===== src/rtl/irq_cmd_pkg.sv =====
`timescale 1ns/1ps
package irq_cmd_pkg;
  localparam int SEL_BITS   = 7;
  localparam int LEG_COUNT  = 4;
  localparam int LEG_BYTE   = 2;
  localparam int LEG_POS [LEG_COUNT] = '{0, 2, 4, 8};
  localparam logic [SEL_BITS-1:0] SOFT_SET_MASK = 7'b0000011;

  typedef struct packed {
    logic clearAll;
    logic softSet;
    logic cmdWr;
    logic legacyWr;
  } ctrlStrobes_t;
endpackage


===== src/rtl/irq_cmd_ctrl.sv =====
`timescale 1ns/1ps
module irq_cmd_ctrl
  import irq_cmd_pkg::*;
(
  input  logic         softRst,
  input  logic         cfgLoadStart,
  input  logic         cfgLoadFail,
  input  logic         wrEn,
  input  logic         legacyWrEn,
  output ctrlStrobes_t strobes
);
  logic clearReq;
  logic writeAllowed;

  // Priority: configuration clear, then soft reset, then writes.
  assign clearReq     = cfgLoadStart | cfgLoadFail;
  assign writeAllowed = ~clearReq & ~softRst;

  always_comb begin
    strobes.clearAll = clearReq;
    strobes.softSet  = softRst & ~clearReq;
    strobes.cmdWr    = wrEn & writeAllowed;
    strobes.legacyWr = legacyWrEn & writeAllowed;
  end
endmodule


===== src/rtl/irq_cmd_datapath.sv =====
`timescale 1ns/1ps
module irq_cmd_datapath
  import irq_cmd_pkg::*;
#(
  parameter int NUM_BYTES = 4,
  parameter int LEG_WIDTH = 16
) (
  input  logic                   clk,
  input  logic                   hardRstN,
  input  ctrlStrobes_t           strobes,
  input  logic [8*NUM_BYTES-1:0] wrData,
  input  logic [LEG_WIDTH-1:0]   legacyWrData,
  input  logic [8*NUM_BYTES-1:0] irqStatus,
  input  logic                   globalIrqEn,
  output logic [8*NUM_BYTES-1:0] rdData,
  output logic [LEG_WIDTH-1:0]   legacyRdData,
  output logic                   irqSummary,
  output logic                   irqPinN
);
  logic [NUM_BYTES-1:0][SEL_BITS-1:0] enQ;
  logic [NUM_BYTES-1:0][SEL_BITS-1:0] enD;
  logic [NUM_BYTES-1:0]               byteHit;
  logic                               unusedStatus;
  logic                               unusedLegacy;

  // Value-bit status positions and non-aliased legacy bits carry no function.
  assign unusedStatus = ^irqStatus;
  assign unusedLegacy = ^legacyWrData;

  for (genvar b = 0; b < NUM_BYTES; b++) begin : g_byte
    logic                valBit;
    logic [SEL_BITS-1:0] selMap;
    logic [SEL_BITS-1:0] afterCmd;
    logic [SEL_BITS-1:0] afterLeg;

    assign valBit = wrData[8*b + SEL_BITS];
    assign selMap = wrData[8*b +: SEL_BITS];

    always_comb begin
      afterCmd = enQ[b];
      if (strobes.cmdWr)
        afterCmd = (enQ[b] & ~selMap) | ({SEL_BITS{valBit}} & selMap);
      afterLeg = afterCmd;
      if (b == LEG_BYTE && strobes.legacyWr)
        for (int k = 0; k < LEG_COUNT; k++)
          afterLeg[k] = legacyWrData[LEG_POS[k]];
      enD[b] = afterLeg;
      if (b == 0 && strobes.softSet)
        enD[b] = enQ[b] | SOFT_SET_MASK;
      if (strobes.clearAll)
        enD[b] = '0;
    end

    always_ff @(posedge clk or negedge hardRstN) begin
      if (!hardRstN) enQ[b] <= '0;
      else           enQ[b] <= enD[b];
    end

    assign rdData[8*b +: 8] = {1'b0, enQ[b]};
    assign byteHit[b]       = |(enQ[b] & irqStatus[8*b +: SEL_BITS]);
  end

  always_comb begin
    legacyRdData = '0;
    for (int k = 0; k < LEG_COUNT; k++)
      legacyRdData[LEG_POS[k]] = enQ[LEG_BYTE][k];
  end

  assign irqSummary = |byteHit;

  always_ff @(posedge clk or negedge hardRstN) begin
    if (!hardRstN) irqPinN <= 1'b1;
    else           irqPinN <= ~(irqSummary & globalIrqEn);
  end
endmodule


===== src/rtl/irq_enable_cmd_reg.sv =====
`timescale 1ns/1ps
module irq_enable_cmd_reg
  import irq_cmd_pkg::*;
#(
  parameter int NUM_BYTES = 4,
  parameter int LEG_WIDTH = 16
) (
  input  logic                   clk,
  input  logic                   hardRstN,
  input  logic                   softRst,
  input  logic                   cfgLoadStart,
  input  logic                   cfgLoadFail,
  input  logic                   wrEn,
  input  logic [8*NUM_BYTES-1:0] wrData,
  input  logic                   legacyWrEn,
  input  logic [LEG_WIDTH-1:0]   legacyWrData,
  input  logic [8*NUM_BYTES-1:0] irqStatus,
  input  logic                   globalIrqEn,
  output logic [8*NUM_BYTES-1:0] rdData,
  output logic [LEG_WIDTH-1:0]   legacyRdData,
  output logic                   irqSummary,
  output logic                   irqPinN
);
  ctrlStrobes_t strobes;

  irq_cmd_ctrl u_ctrl (
    .softRst      (softRst),
    .cfgLoadStart (cfgLoadStart),
    .cfgLoadFail  (cfgLoadFail),
    .wrEn         (wrEn),
    .legacyWrEn   (legacyWrEn),
    .strobes      (strobes)
  );

  irq_cmd_datapath #(
    .NUM_BYTES (NUM_BYTES),
    .LEG_WIDTH (LEG_WIDTH)
  ) u_dp (
    .clk          (clk),
    .hardRstN     (hardRstN),
    .strobes      (strobes),
    .wrData       (wrData),
    .legacyWrData (legacyWrData),
    .irqStatus    (irqStatus),
    .globalIrqEn  (globalIrqEn),
    .rdData       (rdData),
    .legacyRdData (legacyRdData),
    .irqSummary   (irqSummary),
    .irqPinN      (irqPinN)
  );
endmodule


===== config.mk =====
export PLATFORM = sky130hd
export DESIGN_NAME = irq_enable_cmd_reg
export DESIGN_NICKNAME = d
export VERILOG_FILES = /design/src/rtl/irq_cmd_pkg.sv /design/src/rtl/irq_cmd_ctrl.sv /design/src/rtl/irq_cmd_datapath.sv /design/src/rtl/irq_enable_cmd_reg.sv
export SDC_FILE = /design/constraint.sdc
export NUM_CORES = 1
export LEC_CHECK = 0
export BUFFER_PORTS_ARGS = -buffer_cell sky130_fd_sc_hd__buf_2
export CELL_PAD_IN_SITES_DETAIL_PLACEMENT = 0
export CELL_PAD_IN_SITES_GLOBAL_PLACEMENT = 1
export CORE_MARGIN = 5
export CORE_UTILIZATION = 25
export CTS_CLUSTER_DIAMETER = 100
export DETAILED_ROUTE_END_ITERATION = 7
export GPL_TIMING_DRIVEN = 0
export PLACE_DENSITY_LB_ADDON = 0.1
export SLEW_MARGIN = 20
export SYNTH_ARGS = -nofsm -noshare
export SYNTH_HDL_FRONTEND = slang
export SYNTH_SLANG_ARGS = --single-unit

===== constraint.sdc =====
create_clock -name clk -period 1.9 [get_ports clk]
set_clock_uncertainty 0.05 [all_clocks]
set_input_delay 0.285 -clock clk [delete_from_list [all_inputs] [get_ports clk]]
set_output_delay 0.285 -clock clk [all_outputs]
set_load 0.01 [all_outputs]

Yosys cells after proc, flatten, opt, wreduce, memory -nomap -nowiden
Index checks and enable logic that the tools add are counted.
{ "op_classes": {"n_eq_ne": 1, "muxes": 10, "bitwise_logic": 29, "n_reduce_logical": 5} }
{ "op_table": {"columns": ["operator", "n"], "rows": [
  ["$and A7 B7 Y7", 12],
  ["$mux W7", 9],
  ["$not A7 Y7", 4],
  ["$or A7 B7 Y7", 4],
  ["$reduce_or A28 Y1", 1],
  ["$reduce_bool A3 Y1", 2],
  ["$and A1 B1 Y1", 5],
  ["$mux W4", 1],
  ["$not A1 Y1", 3],
  ["$ne A2 B1 Y1 const B", 1],
  ["$reduce_and A2 Y1", 1],
  ["$reduce_bool A2 Y1", 1],
  ["$or A1 B1 Y1", 1]
]} }
{ "word_totals": {"register_bits": 29, "in_bits": 88, "output_inout_bits": 50, "elab_cells": 52} }

Longest topological paths before layout
Gate-level depths: netlist of the first run.
{ "logic_depth": {"ltp_word": 7, "depth_mapped": 6, "ltp_nobuf": 4} }

Cells and area by module
From an unflattened synthesis of the first run, not the netlist that was laid out.
{ "hier_totals": {"cells_unflattened": 195, "hier_area_um2": 1649.1} }
{ "by_module_without_submodules": {"columns": ["module", "instances", "cells_each", "area_each_um2", "seq_area_each_um2"], "rows": [
  ["irq_cmd_datapath", 1, 190, 1610.3, 726.9],
  ["irq_cmd_ctrl", 1, 5, 38.8, 0.0]
]} }

Least setup slack after synthesis of the first run
Ideal clock, no wire load.
{ "synth_timing": {"path_type": "register to output", "from": "register u_dp.enQ (netlist bit u_dp.legacyRdData[0])", "to": "output irqSummary", "arrival_time_ps": 1256, "setup_slack_ps": 309, "stages_incl_launch_ff": 4, "cell_sequence": "dfrtp_1 a22oi_1 nand4_1 or4_4"} }
{ "synth_via": {"elab_chain_cells": 2} }
{ "synth_rtl": {"columns": ["item", "line_no", "source"], "rows": [
  ["from (decl)", "irq_cmd_datapath.sv:20", "logic [NUM_BYTES-1:0][SEL_BITS-1:0] enQ;"],
  ["from (signal, indexed assignment)", "irq_cmd_datapath.sv:56", "else enQ[b] <= enD[b];"],
  ["$and A7 B7 Y7", "irq_cmd_datapath.sv:60", "assign byteHit[b] = |(enQ[b] & irqStatus[8*b +: SEL_BITS]);"],
  ["$reduce_or A28 Y1", "irq_cmd_datapath.sv:69", "assign irqSummary = |byteHit;"],
  ["to (decl)", "irq_enable_cmd_reg.sv:21", "output logic irqSummary,"]
]} }
No other way between the ends.

Final worst setup path of the first run
{ "layout_timing": {"from": "register u_dp.enQ (netlist bit u_dp.rdData[22])", "to": "output irqSummary"} }
The elaborated chain is that of the path after synthesis.

==> key figures, run 1 <==
Outcome
  • Status: finished, violations left
  • Failing checks: hold timing, setup timing

Synth
  • Commonest cells in the netlist: nand2_1 (45), dfrtp_1 (28), a21oi_1 (22), nand3_1 (22), buf_4 (20)
  • Unique masters post-synth: 23
  • Syn. warnings: 0
  • Most used DFF post-synth: dfrtp_1
  • Yosys top cell area share: 0.426
  • Flops & latches, synth: 29
  • Top cells by area, synth: dfrtp_1 (43%), nand2_1 (10%), buf_4 (9.1%), a21oi_1 (6.7%), nand3_1 (6.7%)
  • Post-synth EDFFs: 0
  • Synthesized cell area: 1640 sq um
  • Share of synthesized registers carrying an async set or reset: 1.00
  • Synthesized area per cell: 8.56 sq um
  • Post-synthesis cell count: 192
  • Cell taking the most area after synthesis: dfrtp_1
  • Most common cell in the synthesized netlist: nand2_1
  • Sequential area share after synthesis: 0.442

Floorplanning
  • Full die area: 8300 sq um
  • Initial core utilization: 0.257
  • Row count: 29
  • # IOs: 138
  • Die height: 91.1 um
  • Core Area: 6390 sq um
  • Die width: 91.1 um

Timing
  • Hold WS: -8.08 ps
  • Fmax: 492 MHz
  • Slew at the pin closest to its max-slew limit: 665 ps
  • Fin crit period: 2030 ps
  • Final hold vios: 27
  • Max-slew violation count: 0
  • Worst setup margin: -131 ps
  • Setup violations, final: 1
  • RSZ-0062 raised after global routing: yes
  • Period utilization: 1.07
  • Slew HR: 0.557

Clock network
  • CTS clk-pin slew, worst paths: 60 ps
  • Root Buffer: clkbuf_8
  • Max clock buf depth: 2
  • TritonCTS Sinks: 29
  • Clock latency on the worst-skew pair: 280 ps
  • Total CTS buffers: 5
  • CTS tree: done
  • # H-tree levels: 2

Final layout
  • Antenna Diode Count: 0
  • Final nets: 412
  • Final Util: 0.394
  • Area grow syn2layout: 53.2%
  • Fin cells: 402
  • Layout cells sized above 1: 0.477
  • Final Cell Area: 2520 sq um

Drt
  • First-pass DRT Iterations: 4
  • Avg WL per Cell: 14.6 um
  • # DRC: 0
  • Total number of vias: 1819
  • DRT antenna net count: 0
  • Total wire length: 5860 um
  • Drt first-iter violations: 24
  • Vias per Instance: 4.52

Min path
  • Hold crit path type: input port to asynchronous set/reset pin

Placement
  • Port Buffer Count: 105
  • GPL Wtd Cong: 0.692
  • Cell Area, Placed: 2320 sq um
  • DP HPWL: 4650 um
  • Placed cells: 389

Global routing
  • First-pass GRT wire length: 9520 um
  • Vias in the first global route: 1847
  • Overflow after GRT: 0
  • Gr usage total: 0.142
  • Initial antenna violation count: 0
  • Largest net degree at the start of global routing: 30

Worst setup path
  • Critical Path RT: 1560 ps
  • Setup CP Type: register to output port
  • Maximum fanout along the worst path: 3
  • Worst EP arrival: 1700 ps
  • Worst setup EP type: output port
  • Startpoint types: register

Flow run
  • Max Cap Viol: 0

Power
  • Leak Pwr: 1.32 nW
  • Pwr dens: 634 nW/um^2
  • VDD IR-drop max: 0.282 mV
[repair_timing]
item                       in CTS  in global routing
pin swaps                       6                  3
resized for setup               7                  2
setup endpoints to repair       1                  1
gates cloned                    0                  0
hold buffers                    0                  0
hold endpoints to repair        0                  0
buffers inserted                5                  0
[registers in the layout, indices dropped and copies added (netlist names)]
name	flops
u_dp.irqPinN	1
u_dp.rdData	24
u_dp.legacyRdData	4
[final timing paths]
| check | startpoint | slack [ps] | depth (start not counted) | end |
|---|---|---|---|---|
| worst max-delay path | u_dp.rdData[22] | -130 | 4 | irqSummary |
| worst min-delay path | hardRstN | -8 | 1 | u_dp.legacyRdData[0] |
| worst max register to register | u_dp.rdData[22] | 320 | 5 | u_dp.irqPinN |
| worst min register to register | u_dp.rdData[9] | 490 | 2 | u_dp.rdData[9] |
| max in group asynchronous | hardRstN | 1340 | 1 | u_dp.legacyRdData[8] |
| min in group clk | globalIrqEn | 70 | 2 | u_dp.irqPinN |
[critical path, stage by stage (launching register included)]
cell     delay (ps)
dfrtp_1         410
a22oi_2         210
nand4_1         140
or4_4           510
buf_6           140
[through the flow]
stage          setup TNS (ps)  power (mW)  setup WS, ps
2_1_floorplan               0       0.788           309
3_3_place_gp            -2.22       0.937         -2.22
3_5_place_dp            -22.4       0.938         -22.4
4_1_cts                  -160        1.62          -160
5_1_grt                  -221        1.69          -221
6_report                 -131        1.60          -131
[routing by layer]
layer,track usage,vias to the layer above,wire (um)
met5,0,-,0
met3,0.0455,5,442
met1,0.188,842,2600
met2,0.227,65,2790
li1,-,907,-
met4,0.0342,0,34
[layout make-up]
class	instances	area (sq um)
Multi-Input combinational cell	150	822
Fill cell	705	3870
Buffer	28	186
Tap cell	77	96.3
Clock inverter	1	30.0
Timing Repair Buffer	110	569
Clock buffer	7	86.3
Sequential cell	29	728
[power breakdown]
| group | switching [mW] | leakage, nW | internal (mW) |
|---|---|---|---|
| clock | 0.227 | 0.0585 | 0.427 |
| combinational | 0.153 | 0.861 | 0.148 |
| sequential | 0.0101 | 0.397 | 0.632 |
| total | 0.390 | 1.32 | 1.21 |
[kinds of logic (layout without fill, tap and decap cells)]
| kind of cell | count (synthesis) | count (layout) | synth area share |
|---|---|---|---|
| simple gates | 81 | 81 | 0.217 |
| compound gates | 49 | 49 | 0.201 |
| other cells | 1 | 16 | 0.00228 |
| mux | 4 | 4 | 0.0244 |
| flops | 29 | 29 | 0.442 |
| buf+inv | 28 | 146 | 0.113 |
[cells in the final DEF (no fill, tap or decap)]
cell	netlist	routed
a21boi_0	2	2
nor2_1	6	6
dfrtp_2	0	1
buf_6	0	1
buf_2	5	109
o21bai_1	1	1
dfstp_2	1	1
or2_2	1	1
conb_1	1	16
a2bb2oi_1	8	8
mux2i_1	4	4
clkbuf_8	0	6
nand2b_1	1	1
or4_4	1	1
nand2_1	45	45
a22oi_1	13	6
nand3_1	22	22
clkbuf_1	3	4
a22oi_2	1	8
a21oi_1	22	22
nand2_2	1	1
nor2b_1	1	1
nand4_1	3	3
dfrtp_1	28	27
bufinv_16	0	1
buf_4	20	25
a311oi_1	2	2
(Power assumes the default switching activity.)
==> inputs of run 2 (changes only) <==
ABC_AREA = 1   (was not set)
CORE_UTILIZATION = 27   (was 25)
RECOVER_POWER = 100   (was not set)
==> key figures, run 2 <==
Outcome
  • Status: finished, violations left
  • Failing checks: capacitance limit, slew limit

Synth
  • Most used DFF post-synth: dfrtp_1
  • Yosys top cell area share: 0.371
  • Unique masters post-synth: 21
  • Top cells by area, synth: dfrtp_1 (37%), nand2_1 (15%), a21oi_2 (8.3%), buf_4 (8.3%), o21ai_0 (6.6%)
  • Cell taking the most area after synthesis: dfrtp_1
  • Syn. warnings: 0
  • Synthesized area per cell: 7.29 sq um
  • Commonest cells in the netlist: nand2_1 (77), inv_1 (31), dfrtp_1 (28), o21ai_0 (25), a21oi_1 (23)
  • Share of synthesized registers carrying an async set or reset: 1.00
  • Most common cell in the synthesized netlist: nand2_1
  • Post-synth EDFFs: 0
  • Flops & latches, synth: 29
  • Post-synthesis cell count: 259
  • Sequential area share after synthesis: 0.385
  • Synthesized cell area: 1890 sq um

Timing
  • Final hold vios: 0
  • Period utilization: 0.886
  • Setup_tns: 0 ps
  • Setup violations, final: 0
  • Slew HR: -0.0685
  • Worst setup margin: 217 ps
  • Fin crit period: 1680 ps
  • RSZ-0062 raised after global routing: no
  • Hold WS: 74.1 ps
  • Slew at the pin closest to its max-slew limit: 1600 ps
  • Fmax: 594 MHz
  • Max-slew violation count: 30

Clock network
  • CTS Hold Bufs: 0
  • Post-CTS Setup Inserts: 0
  • Total CTS buffers: 5
  • # resized after CTS: 0
  • CTS clk-pin slew, worst paths: 60 ps
  • TritonCTS Sinks: 29
  • CTS tree: done
  • Root Buffer: clkbuf_8
  • Max clock buf depth: 2
  • # H-tree levels: 2
  • Clock latency on the worst-skew pair: 280 ps

Placement
  • DP HPWL: 4730 um
  • Port Buffer Count: 105
  • GPL Wtd Cong: 0.773
  • Place WS: 476 ps

Floorplanning
  • Row count: 30
  • Die height: 93.7 um
  • Core Area: 6790 sq um
  • Full die area: 8770 sq um
  • # IOs: 138
  • Initial core utilization: 0.278
  • Die width: 93.7 um

Drt
  • # DRC: 0
  • Drt first-iter violations: 39
  • First-pass DRT Iterations: 4
  • Total number of vias: 1954
  • Avg WL per Cell: 12.2 um
  • Total wire length: 5920 um
  • DRT antenna net count: 0
  • Vias per Instance: 4.05

Global routing
  • Met3 Usage GRT: 0.0385
  • Vias in the first global route: 1942
  • Gr usage total: 0.137
  • GRT met1 Usage: 0.172
  • Largest net degree at the start of global routing: 30
  • Initial antenna violation count: 0
  • First-pass GRT wire length: 9380 um
  • Overflow after GRT: 0
  • Top Usage Layer GRT: met2
  • GR Layer Usage met2: 0.227

Final layout
  • Layout cells sized above 1: 0.331
  • Antenna Diode Count: 0
  • Most frequent cells in the layout: nand2_1 (77), buf_2 (73), clkbuf_1 (33), inv_1 (31), dfrtp_1 (28)
  • Max reg flops: 24
  • Area grow syn2layout: 39.9%
  • Final nets: 474
  • Commonest non-fill, non-tap cell in the layout: nand2_1
  • Final Util: 0.389

Worst setup path
  • Critical Path RT: 1560 ps
  • Startpoint types: register
  • Worst reg2reg setup slack: 800 ps
  • R2R depth: 7
  • R2r endpoint: u_dp.irqPinN
  • Setup CP Type: register to output port
  • FF-to-FF Start: u_dp.legacyRdData[0]
  • CP Launch Point: u_dp.legacyRdData[0]
  • Worst setup EP type: output port
  • Worst setup path endpoint: irqSummary
  • Worst EP arrival: 1350 ps
  • Maximum fanout along the worst path: 5

Power
  • VDD IR-drop max: 0.219 mV
  • Pwr dens: 619 nW/um^2
  • Leak Pwr: 1.43 nW

Min path
  • Hold crit path type: input port to register

Flow run
  • Max Cap Viol: 1
[run 2: cell families (layout without fill, tap and decap cells)]
family	Yosys count	after routing	share of synthesized area
buffers and inverters	58	171	0.170
other	1	16	0.00198
and+or+nand+nor	100	100	0.210
AOI/OAI and AO/OA	71	71	0.233
DFF	29	29	0.385
[run 2: critical path, stage by stage, from the launching register on]
cell	delay, ps
dfrtp_1	430
nand2_1	80
nand2_1	80
nor2_1	110
nand2_1	70
nor2_1	110
nand2_1	70
clkbuf_2	130
[run 2: routing by layer]
| layer | routed length [um] | share of wire | vias to the layer above |
|---|---|---|---|
| met2 | 2870 | 0.48 | 72 |
| met1 | 2520 | 0.43 | 828 |
| met4 | 79 | 0.013 | 0 |
| li1 | - | - | 1048 |
| met3 | 445 | 0.075 | 6 |
| met5 | 0 | 0 | - |
[run 2: worst min-delay path by stage]
stage               slack [ps]              endpoint  cells after the start         from
floorplan                  -60  u_dp.legacyRdData[0]                      0     hardRstN
global placement           330        u_dp.rdData[8]                      1     hardRstN
detailed placement         330        u_dp.rdData[8]                      1     hardRstN
CTS                         20       u_dp.rdData[14]                      1     hardRstN
global route                80          u_dp.irqPinN                      2  globalIrqEn
finish                      70          u_dp.irqPinN                      2  globalIrqEn
[run 2: per-stage QoR]
step,power [mW],cell area [sq um],instances
6_report,1.64,2640,483
5_1_grt,1.74,2640,483
4_1_cts,1.68,2690,483
3_5_place_dp,1.10,2590,475
3_3_place_gp,1.10,2590,475
2_1_floorplan,0.911,1950,274
[run 2: power by group]
group | internal, mW | leakage (nW) | total, mW | switching, mW
registers | 0.658 | 0.386 | 0.690 | 0.0319
logic | 0.164 | 0.992 | 0.381 | 0.217
clock network | 0.327 | 0.0542 | 0.564 | 0.237
total | 1.15 | 1.43 | 1.64 | 0.486
[run 2: area by class of cell]
| class | count | area, sq um |
|---|---|---|
| Sequential cell | 29 | 727 |
| Fill cell | 755 | 4150 |
| Clock buffer | 7 | 96.3 |
| Buffer | 26 | 199 |
| Timing Repair Buffer | 105 | 487 |
| Multi-Input combinational cell | 187 | 890 |
| Tap cell | 96 | 120 |
| Inverter | 32 | 120 |
| Clock inverter | 1 | 5.00 |
==> inputs of run 3 (changes only) <==
CELL_PAD_IN_SITES_DETAIL_PLACEMENT = not set   (was 0)
CELL_PAD_IN_SITES_GLOBAL_PLACEMENT = not set   (was 1)
CORE_UTILIZATION = 41   (was 27)
PLACE_DENSITY = 0.81   (was not set)
PLACE_DENSITY_LB_ADDON = not set   (was 0.1)
==> key figures, run 3 (synthesis results as in run 2) <==
Final layout
  • Commonest non-fill, non-tap cell in the layout: nand2_1
  • Area grow syn2layout: 36.4%
  • Layout cells sized above 1: 0.323
  • Most frequent cells in the layout: nand2_1 (77), buf_2 (73), clkbuf_1 (36), inv_1 (31), dfrtp_1 (28)
  • Max reg flops: 24
  • Antenna Diode Count: 0
  • Final nets: 474

Clock network
  • CTS Hold Bufs: 0
  • Post-CTS Setup Inserts: 0
  • # resized after CTS: 0
  • CTS clk-pin slew, worst paths: 60 ps
  • Clock latency on the worst-skew pair: 270 ps
  • TritonCTS Sinks: 29
  • Total CTS buffers: 5
  • # H-tree levels: 2
  • Max clock buf depth: 2
  • Root Buffer: clkbuf_8
  • CTS tree: done

Worst setup path
  • Worst setup EP type: output port
  • Slowest stage delay, CP: 400 ps
  • Startpoint types: register
  • Slowest cell on the critical path: dfrtp_1
  • Setup CP Type: register to output port
  • Maximum fanout along the worst path: 3
  • CP most frequent cell: nand2_1
  • Worst path cell trace: nand2_1, nand2_1, nor2_1, nand2_1, nor2_1, nand2_1, clkbuf_1
  • Worst EP arrival: 1350 ps
  • R2R depth: 7
  • Critical Path RT: 1560 ps

Drt
  • Avg WL per Cell: 12.5 um
  • Routed wl met3: 474 um
  • Total wire length: 5470 um
  • Total number of vias: 2025
  • DR top layer: met4
  • WL met1: 2150 um
  • Drt first-iter violations: 63
  • Vias per Instance: 4.61
  • DRT antenna net count: 0
  • First-pass DRT Iterations: 4
  • DR WL met2: 2790 um
  • # DRC: 0

Global routing
  • First-pass GRT wire length: 9160 um
  • Overflow after GRT: 0
  • Initial antenna violation count: 0
  • Gr usage total: 0.185
  • Vias in the first global route: 2078
  • Largest net degree at the start of global routing: 30

Power
  • Final Total Pwr: 1.58 mW
  • VDD IR-drop max: 0.238 mV
  • Switching portion of total power: 0.294
  • Part of the power in combinational logic: 0.240
  • Share of power burned in the clock network: 0.324
  • Pwr dens: 614 nW/um^2
  • Leak Pwr: 1.42 nW
  • Net load switching power: 0.466 mW
  • Flop pwr share: 0.436
  • Internal Power: 1.12 mW

Floorplanning
  • Die width: 77.9 um
  • Initial core utilization: 0.428
  • Core Area: 4410 sq um
  • Row count: 24
  • Die height: 77.9 um
  • # IOs: 138
  • Full die area: 6070 sq um

Timing
  • Fin crit period: 1690 ps
  • Worst setup margin: 214 ps
  • Slew at the pin closest to its max-slew limit: 1610 ps
  • Slew HR: -0.0748
  • Setup violations, final: 0
  • Period utilization: 0.887
  • Setup_tns: 0 ps
  • Max-slew violation count: 30
  • Fmax: 593 MHz
  • RSZ-0062 raised after global routing: no
  • Final hold vios: 0

Placement
  • GPL Wtd Cong: 0.758
  • DP HPWL: 4440 um
  • Place WS: 484 ps
  • Port Buffer Count: 105

Min path
  • Hold crit path type: input port to register
  • Number of cells on the worst hold path: 2

Flow run
  • Max Cap Viol: 1

Outcome
  • Failing checks: capacitance limit, slew limit
  • Status: finished, violations left
## run 3: through the flow
stage          instance area [sq um]  hold slack, ps  utilization  std cells
3_5_place_dp                    2540             313        0.575        431
2_1_floorplan                   1950           -60.6            -        274
6_report                        2580            92.6        0.584        439
5_1_grt                         2580            91.7        0.584        439
4_1_cts                         2630            8.20        0.595        439
3_3_place_gp                    2540             303        0.575        431
## run 3: cell type report
cell class / instances / area [sq um]
timing repair buffer: 105 / 485
inverter: 32 / 120
multi-input combinational: 187 / 890
fill: 442 / 1840
sequential: 29 / 727
tap: 52 / 65.1
buffer: 26 / 199
clock buffer: 8 / 90.1
## run 3: power by group through the flow
| stage | clock [mW] | sequential [mW] | combinational [mW] |
|---|---|---|---|
| 2_1_floorplan | 0 | 0.714 | 0.197 |
| 3_3_place_gp | 0 | 0.697 | 0.386 |
| 3_5_place_dp | 0 | 0.699 | 0.396 |
| 4_1_cts | 0.532 | 0.689 | 0.396 |
| 5_1_grt | 0.561 | 0.696 | 0.428 |
| 6_report | 0.512 | 0.690 | 0.380 |
## run 3: final timing paths
check                           startpoint  slack (ps)               to
min                            globalIrqEn          90     u_dp.irqPinN
min in group asynchronous         hardRstN         360   u_dp.rdData[6]
max in group asynchronous         hardRstN         500  u_dp.rdData[21]
max reg2reg                u_dp.rdData[20]         780     u_dp.irqPinN
max                        u_dp.rdData[20]         210       irqSummary
min reg2reg                u_dp.rdData[25]         500  u_dp.rdData[25]
## run 3: routing by layer
layer  track usage  vias up
li1              -     1044
met1         0.209      892
met4        0.0584        0
met2         0.333       85
met5             0        -
met3        0.0509        4
## run 3: critical path, delay by kind of cell (launching register included)
kind,cells,cell delay [ps]
AND/OR/NAND/NOR,6,540
buffers and inverters,1,130
flip-flops,1,400
